## config.mk

```make
export PLATFORM = sky130hd
export DESIGN_NAME = scl_init_phase
export DESIGN_NICKNAME = d
export VERILOG_FILES = /design/src/rtl/scl_phase_pkg.sv /design/src/rtl/scl_div_restoring.sv /design/src/rtl/scl_phase_core.sv /design/src/rtl/scl_init_phase.sv
export SDC_FILE = /design/constraint.sdc
export NUM_CORES = 1
export LEC_CHECK = 0
export BUFFER_PORTS_ARGS = -buffer_cell sky130_fd_sc_hd__buf_4
export CORE_MARGIN = 2
export CORE_UTILIZATION = 55
export DETAILED_ROUTE_END_ITERATION = 8
export HOLD_SLACK_MARGIN = 0.12
export PLACE_DENSITY = 0.76
export SLEW_MARGIN = 20
export SYNTH_ARGS = -nofsm -noshare
export SYNTH_HDL_FRONTEND = slang
export SYNTH_SLANG_ARGS = --single-unit
```

## constraint.sdc

```tcl
create_clock -name clk -period 6.1 [get_ports clk]
set_input_delay 0 -clock clk [delete_from_list [all_inputs] [get_ports clk]]
set_output_delay 0 -clock clk [all_outputs]
set_load 0.02 [all_outputs]
```

## src/rtl/scl_phase_pkg.sv

```systemverilog
package scl_phase_pkg;
  localparam int FRAC_W  = 16;
  localparam int WORD_W  = 16;
  localparam int FIELD_W = WORD_W - 1;
  // half a pixel in 16.16
  localparam int HALF_PIX    = 1 << (FRAC_W - 1);
  // cosite shift for factor 2: (2-1)*HALF_PIX/2
  localparam int COSITE_OFS  = HALF_PIX / 2;
  localparam int ONE_PIX     = 1 << FRAC_W;

  typedef enum logic [0:0] {
    ST_IDLE = 1'b0,
    ST_RUN  = 1'b1
  } ctl_state_e;
endpackage

```

## src/rtl/scl_div_restoring.sv

```systemverilog
module scl_div_restoring #(
  parameter int N_W = 32,
  parameter int D_W = 14
) (
  input  logic           clk,
  input  logic           rst_n,
  input  logic           go,
  input  logic [N_W-1:0] num,
  input  logic [D_W-1:0] den,
  output logic [N_W-1:0] quo,
  output logic           fin
);
  localparam int CNT_W = $clog2(N_W + 1);

  logic [D_W:0]   rem_q, rem_d, rem_sh, rem_sub;
  logic [N_W-1:0] num_q, num_d, quo_q, quo_d;
  logic [D_W-1:0] den_q, den_d;
  logic [CNT_W-1:0] cnt_q, cnt_d;
  logic act_q, act_d, fin_q, fin_d;
  logic ge, en;

  // one restoring step
  always_comb begin
    rem_sh  = {rem_q[D_W-1:0], num_q[N_W-1]};
    ge      = (rem_sh >= {1'b0, den_q});
    rem_sub = rem_sh - {1'b0, den_q};
  end

  always_comb begin
    rem_d = rem_q;
    num_d = num_q;
    quo_d = quo_q;
    den_d = den_q;
    cnt_d = cnt_q;
    act_d = act_q;
    fin_d = 1'b0;
    en    = go | act_q;
    if (go) begin
      rem_d = '0;
      num_d = num;
      quo_d = '0;
      den_d = den;
      cnt_d = CNT_W'(N_W);
      act_d = 1'b1;
    end else if (act_q) begin
      rem_d = ge ? rem_sub : rem_sh;
      num_d = num_q << 1;
      quo_d = {quo_q[N_W-2:0], ge};
      cnt_d = cnt_q - CNT_W'(1);
      act_d = (cnt_q != CNT_W'(1));
      fin_d = (cnt_q == CNT_W'(1));
    end
  end

  always_ff @(posedge clk or negedge rst_n) begin
    if (!rst_n) begin
      act_q <= 1'b0;
      fin_q <= 1'b0;
      cnt_q <= '0;
    end else begin
      fin_q <= fin_d;
      if (en) begin
        act_q <= act_d;
        cnt_q <= cnt_d;
      end
    end
  end

  always_ff @(posedge clk or negedge rst_n) begin
    if (!rst_n) begin
      rem_q <= '0;
      num_q <= '0;
      quo_q <= '0;
      den_q <= '0;
    end else if (en) begin
      rem_q <= rem_d;
      num_q <= num_d;
      quo_q <= quo_d;
      den_q <= den_d;
    end
  end

  assign quo = quo_q;
  assign fin = fin_q;
endmodule

```

## src/rtl/scl_phase_core.sv

```systemverilog
module scl_phase_core
  import scl_phase_pkg::*;
#(
  parameter int SCALE_W = 32,
  parameter int PH_W    = SCALE_W + 2
) (
  input  logic [SCALE_W-1:0]     scale,
  input  logic                   sub2,
  input  logic                   cosited,
  output logic signed [PH_W-1:0] phase,
  output logic                   err,
  output logic [WORD_W-1:0]      word
);
  localparam logic signed [PH_W-1:0] PH_MIN  = PH_W'(-HALF_PIX);
  localparam logic signed [PH_W-1:0] PH_MAX  = PH_W'(3 * HALF_PIX);
  localparam logic signed [PH_W-1:0] PH_BASE = PH_W'(HALF_PIX);
  localparam logic signed [PH_W-1:0] PH_COS  = PH_W'(COSITE_OFS);
  localparam logic [PH_W-1:0]        WRAP    = PH_W'(ONE_PIX);

  logic signed [PH_W-1:0] half_step, cos_add;
  logic [PH_W-1:0]        wrapped;
  logic                   trip;

  always_comb begin
    half_step = $signed({2'b00, (sub2 ? (scale >> 2) : (scale >> 1))});
    cos_add   = (sub2 && cosited) ? PH_COS : '0;
    phase     = half_step + cos_add - PH_BASE;
    err       = (phase < PH_MIN) || (phase > PH_MAX);
    trip      = ~phase[PH_W-1];
    wrapped   = phase[PH_W-1] ? (phase + WRAP) : phase;
    word      = err ? '0 : {wrapped[FIELD_W+1:2], trip};
  end
endmodule

```

## src/rtl/scl_init_phase.sv

```systemverilog
module scl_init_phase
  import scl_phase_pkg::*;
#(
  parameter int SRC_W = 32,
  parameter int DST_W = 14,
  localparam int PH_W = SRC_W + 2
) (
  input  logic                   clk,
  input  logic                   rst_n,
  input  logic                   start,
  input  logic [SRC_W-1:0]       src_size,
  input  logic [DST_W-1:0]       dst_size,
  input  logic                   sub2,
  input  logic                   cosited,
  output logic                   busy,
  output logic                   done,
  output logic                   err,
  output logic signed [PH_W-1:0] phase,
  output logic [WORD_W-1:0]      word
);
  // reset: asynchronous assert, synchronous release
  logic rst_meta_q, rst_sync_n;
  always_ff @(posedge clk or negedge rst_n) begin
    if (!rst_n) begin
      rst_meta_q <= 1'b0;
      rst_sync_n <= 1'b0;
    end else begin
      rst_meta_q <= 1'b1;
      rst_sync_n <= rst_meta_q;
    end
  end

  ctl_state_e state_q, state_d;
  logic sub2_q, sub2_d, cos_q, cos_d;
  logic done_q, done_d, err_q, err_d;
  logic signed [PH_W-1:0] phase_q, phase_d;
  logic [WORD_W-1:0] word_q, word_d;
  logic accept, dst_zero, div_go, div_fin, res_en, opt_en;
  logic [SRC_W-1:0] scale;
  logic signed [PH_W-1:0] core_phase;
  logic core_err;
  logic [WORD_W-1:0] core_word;

  assign dst_zero = (dst_size == '0);
  assign accept   = start && (state_q == ST_IDLE);
  assign div_go   = accept && !dst_zero;

  scl_div_restoring #(.N_W(SRC_W), .D_W(DST_W)) u_div (
    .clk   (clk),
    .rst_n (rst_sync_n),
    .go    (div_go),
    .num   (src_size),
    .den   (dst_size),
    .quo   (scale),
    .fin   (div_fin)
  );

  scl_phase_core #(.SCALE_W(SRC_W), .PH_W(PH_W)) u_core (
    .scale   (scale),
    .sub2    (sub2_q),
    .cosited (cos_q),
    .phase   (core_phase),
    .err     (core_err),
    .word    (core_word)
  );

  always_comb begin
    state_d = state_q;
    sub2_d  = sub2_q;
    cos_d   = cos_q;
    opt_en  = div_go;
    done_d  = 1'b0;
    err_d   = err_q;
    phase_d = phase_q;
    word_d  = word_q;
    res_en  = 1'b0;
    if (div_go) begin
      state_d = ST_RUN;
      sub2_d  = sub2;
      cos_d   = cosited;
    end
    if (accept && dst_zero) begin
      res_en  = 1'b1;
      done_d  = 1'b1;
      err_d   = 1'b1;
      phase_d = '0;
      word_d  = '0;
    end else if (div_fin && state_q == ST_RUN) begin
      state_d = ST_IDLE;
      res_en  = 1'b1;
      done_d  = 1'b1;
      err_d   = core_err;
      phase_d = core_phase;
      word_d  = core_word;
    end
  end

  always_ff @(posedge clk or negedge rst_sync_n) begin
    if (!rst_sync_n) begin
      state_q <= ST_IDLE;
      done_q  <= 1'b0;
    end else begin
      state_q <= state_d;
      done_q  <= done_d;
    end
  end

  always_ff @(posedge clk or negedge rst_sync_n) begin
    if (!rst_sync_n) begin
      sub2_q <= 1'b0;
      cos_q  <= 1'b0;
    end else if (opt_en) begin
      sub2_q <= sub2_d;
      cos_q  <= cos_d;
    end
  end

  always_ff @(posedge clk or negedge rst_sync_n) begin
    if (!rst_sync_n) begin
      err_q   <= 1'b0;
      phase_q <= '0;
      word_q  <= '0;
    end else if (res_en) begin
      err_q   <= err_d;
      phase_q <= phase_d;
      word_q  <= word_d;
    end
  end

  assign busy  = (state_q == ST_RUN);
  assign done  = done_q;
  assign err   = err_q;
  assign phase = phase_q;
  assign word  = word_q;
endmodule

```

Word level (Yosys, flattened, before mapping):

Index checks and enable logic that the tools add are counted.

* $add $sub $neg: 5
* magnitude comparators: 3
* eq/ne operators: 2
* multiplexer cells: 28
* bitwise gates (word level): 3
* reductions and logical operators: 13

Operators with widths (count)
* $mux 32: 4
* $mux 34: 2
* $mux 16: 3
* $mux 14: 3
* $add 33x34->34: 1
* $gt 34x18->1 const B: 1
* $lt 34x16->1 const B: 1
* $sub 34x17->34 const B: 1
* $mux 31: 1
* $add 17x17->17 const B: 1
* $mux 17: 1
* $ge 15x14->1: 1
* $mux 15: 1
* $logic_not 14->1: 1
* $sub 14x14->14: 1
* $mux 6: 2
* $mux 1: 11
* $eq 6x1->1 const B: 1
* $ne 6x1->1 const B: 1
* $reduce_and 2->1: 3
* $sub 6x1->6 const B: 1
* $logic_and 1x1->1: 5
* $reduce_bool 2->1: 2
* $not 1->1: 2
* 3 further kinds: 3

* bits in registers: 157
* input bits: 51
* output and inout bits: 53
* word-level logic and storage cells: 70

Logic depth before layout (Yosys ltp):

* depth in word-level cells: 9
* mapped depth: 17
* gate-level depth less buffers: 11

Hierarchy:

A second synthesis with hierarchy kept.

* cells, all modules: 872
* area, all modules: 9058.7 µm²

By module, submodules not included
* scl_div_restoring: times used 1, cells each 501, area an instance 5079.9 µm², sequential area each 2502.4 µm²
* scl_init_phase: times used 1, cells each 192, area an instance 2665.1 µm², sequential area each 1426.4 µm²
* scl_phase_core: times used 1, cells each 179, area an instance 1313.8 µm², sequential area each 0.0 µm²

Least setup slack after synthesis:

Ideal clock, no wire load.

* path kind: register to register
* start: reg sub2_q
* end: reg word_q[14] (netlist: word[14])
* library setup time: 93 ps
* data arrival time: 4536 ps
* data required time: 6007 ps
* path slack: 1471 ps
* cell stages (with the launch flop): 18
* path buffers: 6
* period minus slack after synthesis: 4629 ps
* path through: dfrtp_1 > buf_2 > buf_2 > clkbuf_1 > clkbuf_1 > clkbuf_1 > mux2_2 > ha_1 > inv_1 > ha_1 > nor3b_1 > mux2i_1 > o211ai_1 > or4b_1 > nor4_4 > a31oi_4 > buf_6 > o31ai_2

* word-level cells in the longest chain between the ends: 9
* elaborated cells between the ends (all ways): 13
* classes of those cells: 3 x add/sub; 2 x order compare; 6 x mux; 2 x reduce/logical

Ends and longest elaborated chain
* start: declaration: line scl_init_phase.sv:34 `logic sub2_q, sub2_d, cos_q, cos_d;`
* start signal: assignment: line scl_init_phase.sv:113 `sub2_q <= sub2_d;`
* $logic_and 1x1->1: line scl_phase_core.sv:26 `cos_add = (sub2 && cosited) ? PH_COS : '0;`
* $mux 15: line scl_phase_core.sv:26
* $add 33x34->34 (*): line scl_phase_core.sv:27 `phase = half_step + cos_add - PH_BASE;`
* $sub 34x17->34 (*): line scl_phase_core.sv:27
* $lt 34x16->1 (tied with other cells): line scl_phase_core.sv:28 `err = (phase < PH_MIN) || (phase > PH_MAX);`
* $logic_or 1x1->1 / $mux 17 (equally long branches): line scl_phase_core.sv:28, scl_phase_core.sv:30
* $mux 16 (*): line scl_phase_core.sv:31 `word = err ? '0 : {wrapped[FIELD_W+1:2], trip};`
* $mux 16 (*): line scl_init_phase.sv:88 `end else if (div_fin && state_q == ST_RUN) begin`
* $mux 16 (*): line scl_init_phase.sv:82 `if (accept && dst_zero) begin`
* end signal: assignment: line scl_init_phase.sv:126 `word_q <= word_d;`
* end: declaration: line scl_init_phase.sv:37 `logic [WORD_W-1:0] word_q, word_d;`

Every way passes the cells marked *; elsewhere a longest branch is shown, timed or not. The select of a mux whose other input is x is not followed.
A chain may end at the register's enable or synchronous reset.

Worst setup path after layout:

* start: reg sub2_q
* end: reg word_q[4] (netlist: word[4])

* word-level cells in the longest chain between the ends: 9
* elaborated cells between the ends (all ways): 13
* classes of those cells: 3 x add/sub; 2 x order compare; 6 x mux; 2 x reduce/logical

Ends and longest elaborated chain (line)
* $logic_and 1x1->1: scl_phase_core.sv:26
* $mux 15: scl_phase_core.sv:26
* $add 33x34->34 (*): scl_phase_core.sv:27
* $sub 34x17->34 (*): scl_phase_core.sv:27
* $lt 34x16->1 / $gt 34x18->1 (equally long branches): scl_phase_core.sv:28
* $logic_or 1x1->1: scl_phase_core.sv:28
* $mux 16 (*): scl_phase_core.sv:31
* $mux 16 (*): scl_init_phase.sv:88
* $mux 16 (*): scl_init_phase.sv:82

Marked as above.

==> impl_metrics.json <==
{
  "crit_path_end_kind": "flip-flop",
  "start_util_pct": 56.4,
  "fp.dieH_um": 126,
  "drt_wl_total_um": 18800,
  "vias": 6607,
  "synth_warnings": 0,
  "io_pins": 104,
  "yosys_register_bits": 157,
  "crit_chain": "buf_4 > and2_1 > ha_1 > inv_1 > ha_1 > nor3b_1 > mux2i_1 > o211ai_1 > or4b_1 > nor4_4 > a31oi_4 > o31ai_1",
  "clk_pin_slew_worst_paths_ps": 60,
  "status": "complete, no violations",
  "syn_inst": 851,
  "syn2layout_area_growth_pct": 22.6,
  "fin_tns_setup_ps": 0,
  "htreeDepth": 4,
  "synth_area_leader_cell": "dfrtp_1",
  "setup_viol": 0,
  "layout.nets": 1040,
  "track_usage_pct": 24.2,
  "gp_congestion": 0.884,
  "routed_via_density": 5.67,
  "die-area_um2": 16000,
  "fin_cells": 1165,
  "report.final.slew_viol_count": 0,
  "layout-drive-gt1-share_pct": 16.9,
  "power_frac_clock_pct": 45.6,
  "slew_headroom_pct": 37.3,
  "dp_cells": 1083,
  "async_flop_share_pct": 100,
  "r2r_end": "word[4]",
  "cpPeakStageDelay_ps": 580,
  "dr.pass1.iters": 5,
  "antenna-diode-count": 0,
  "cp-startpoint": "sub2_q",
  "reg2reg_from": "sub2_q",
  "cp_max_fo": 53,
  "clockBufferDepth": 2,
  "critPathMostFrequentCell": "ha_1",
  "p_int_w": 0.00161,
  "die_x_um": 126,
  "netlist-cell-type-count": 76,
  "drv_cap": 0,
  "max_freq_ghz": 0.270,
  "post-route-util_pct": 69.2,
  "cpMaxStageDelayCell": "or4b_1",
  "rr_worst_depth": 12,
  "drtAntennaViolNets": 0,
  "required_ps": 6420,
  "yosysSeqAreaShare_pct": 47.7,
  "pre_cts_ws_ps": 2380,
  "cp-start-kind": "flip-flop",
  "worstPathArrival_ps": 4030,
  "coreArea_um2": 14600,
  "wl_per_cell_um": 16.1,
  "ys.flop_type": "dfrtp_1",
  "timing.setup.critical_path_class": "reg -> reg",
  "ir_worst_vdd_v": 0.000179,
  "comb_power_share_pct": 3.6,
  "syn_area_per_cell_um2": 9.68,
  "grt_pass1_vias": 6440,
  "power_density_nw_per_um2": 203,
  "synth_fp_nets": 921,
  "p_switching_w": 0.000443,
  "min_period_ps": 3710,
  "grt_max_degree": 113,
  "io_buffer_count": 103,
  "antenna_found_initial": 0,
  "placementRows": 44,
  "reg2reg_setup_slack_ps": 2390,
  "cts_made_buffers": 17,
  "cts-root-buf": "clkbuf_16",
  "dr.first_iter.drc_count": 576,
  "synth_edf_count": 0,
  "clock-sinks": 157,
  "drc_errors": 0,
  "final-hold-violation-count": 0,
  "fin_crit_sh_pct": 60.8,
  "cts_tree": "done",
  "grt_pass1_wl_um": 31300,
  "worstHoldPathType": "reg -> async",
  "ys_top_cells_by_area": "dfrtp_1 48%, mux2i_1 11%, nand2_1 5.6%, o21ai_0 5.1%, nor2_1 3.2%",
  "rsz0062_at_grt": "false",
  "grt_overflow_total": 0,
  "dpl.hpwl_um": 11900,
  "fin_skew_ps": 8.13,
  "worst_slack_ps": 2390,
  "power_frac_seq_pct": 50.8,
  "p_sw_share_pct": 21.6,
  "clock_latency_ps": 420,
  "finalPower_w": 0.00205,
  "tightest_slew_ps": 941,
  "netlist_area_um2": 8240,
  "synth_top_area_share_pct": 47.7,
  "p_leak_nw": 5.27
}
[layout by cell type (no fill, tap or decap), types with 3 or more instances in the layout]
cell           netlist  routed
mux2i_1             89      89
o21ai_0             84      84
nor4_1              10      10
clkbuf_16            0      17
xnor2_1             15      15
ha_1                18      18
o31ai_1              8       8
a31oi_1              7       7
dfrtp_1            157     154
nor3_1              12      12
inv_1               27      27
nor2_1              70      69
o31ai_2              8       8
a22o_1               9       9
nor2b_1              7       6
nand2b_1             6       6
or4_1                5       5
buf_4                1     109
nand3_1             10      10
and2_1               4       4
a21o_1               8       8
nand2_1            123     123
nand4_1              5       5
a21oi_1             30      30
xor2_1              10      10
a21boi_0             3       3
and3_1               3       3
nor3b_1              3       3
clkinv_2             0       5
nand3b_1             4       4
mux2_2               3       3
dlygate4sd3_1        0      51
and4_1               3       3
[state kept, by name (all words and copies together), names as in the netlist]
name and cells:
u_div.num_q 32, phase 34, done 1, word 16
cos_q 1, rst_meta_q 1, u_div.cnt_q 6, busy 1
rst_sync_n 1, u_div.quo 32, err 1, u_div.den_q 14
u_div.fin 1, u_div.rem_q 14, u_div.act_q 1, sub2_q 1
[synthesized netlist by cell type, types with 5 or more instances]
cell type,instances
inv_1,27
dfrtp_1,157
nand3_1,10
nand2b_1,6
a21o_1,8
o21ai_0,84
o31ai_2,8
xor2_1,10
xnor2_1,15
nand2_1,123
nor4_1,10
a31oi_1,7
ha_1,18
or4_1,5
a22o_1,9
nor2b_1,7
nand4_1,5
clkbuf_1,50
nor2_1,70
mux2i_1,89
a21oi_1,30
o31ai_1,8
nor3_1,12
[metal layers]
metal,global-route usage (%),wire length [µm],vias to the layer above
met5,0,0,-
met4,9.18,434,0
met3,4.22,661,30
met2,38.8,9220,185
met1,33.2,8440,3171
li1,-,-,3221
[final cells by class]
cell class	instances	area [µm²]
clock buffer	20	447
clock inverter	10	67.6
fill	1093	4500
inverter	28	105
multi-input combinational	605	3960
sequential	157	3940
tap	184	230
timing repair buffer	161	1350
[critical path: cells and delay by family (launching register included)]
family,cells,cell delay (ps)
simple gates,4,1430
mux,1,210
compound gates,3,730
buf+inv,2,370
fa+ha+maj,2,460
flops,1,410
[how the worst max path moves through the flow]
stage | endpoint | slack (ps) | cells after the start
5_1_grt | word[2] | 2090 | 12
3_5_place_dp | word[4] | 2380 | 12
4_1_cts | word[4] | 2360 | 12
6_report | word[4] | 2390 | 12
2_1_floorplan | busy | 1400 | 0
3_3_place_gp | word[4] | 2460 | 12
[metrics by stage]
stage / instance area (µm²) / hold slack [ps]
3_5_place_dp: 9050 / -216
4_1_cts: 10100 / 130
5_1_grt: 10100 / 141
3_3_place_gp: 9050 / -216
2_1_floorplan: 8240 / -296
6_report: 10100 / 124
[cells by family (layout without fill, tap and decap cells)]
family	after synthesis	in the layout	share of synthesized area [%]
multiplexers	92	92	11.2
adder cells (fa/ha/maj)	19	19	2.98
AO/OA/AOI/OAI	188	188	15.0
buffers and inverters	89	219	4.42
other	1	1	0.0455
flip-flops	157	157	47.7
XOR/XNOR	25	25	2.66
AND/OR/NAND/NOR	280	280	16.0
[power groups by stage]
stage	sequential (W)	combinational, W	clock [W]
final	0.00104	0.0000746	0.000936
after global routing	0.00104	0.0000821	0.00100
after CTS	0.00104	0.0000739	0.000952
after detailed placement	0.00106	0.0000481	0
after global placement	0.00106	0.0000483	0
after floorplan	0.00108	0.000000921	0
[what timing repair did]
item / CTS / global route
endpoints found under the hold margin: 66 / 0
resized for setup: 0 / 0
hold buffers: 51 / 0
setup buffers: 0 / 0
No activity file was read; power rests on OpenSTA's default activity.
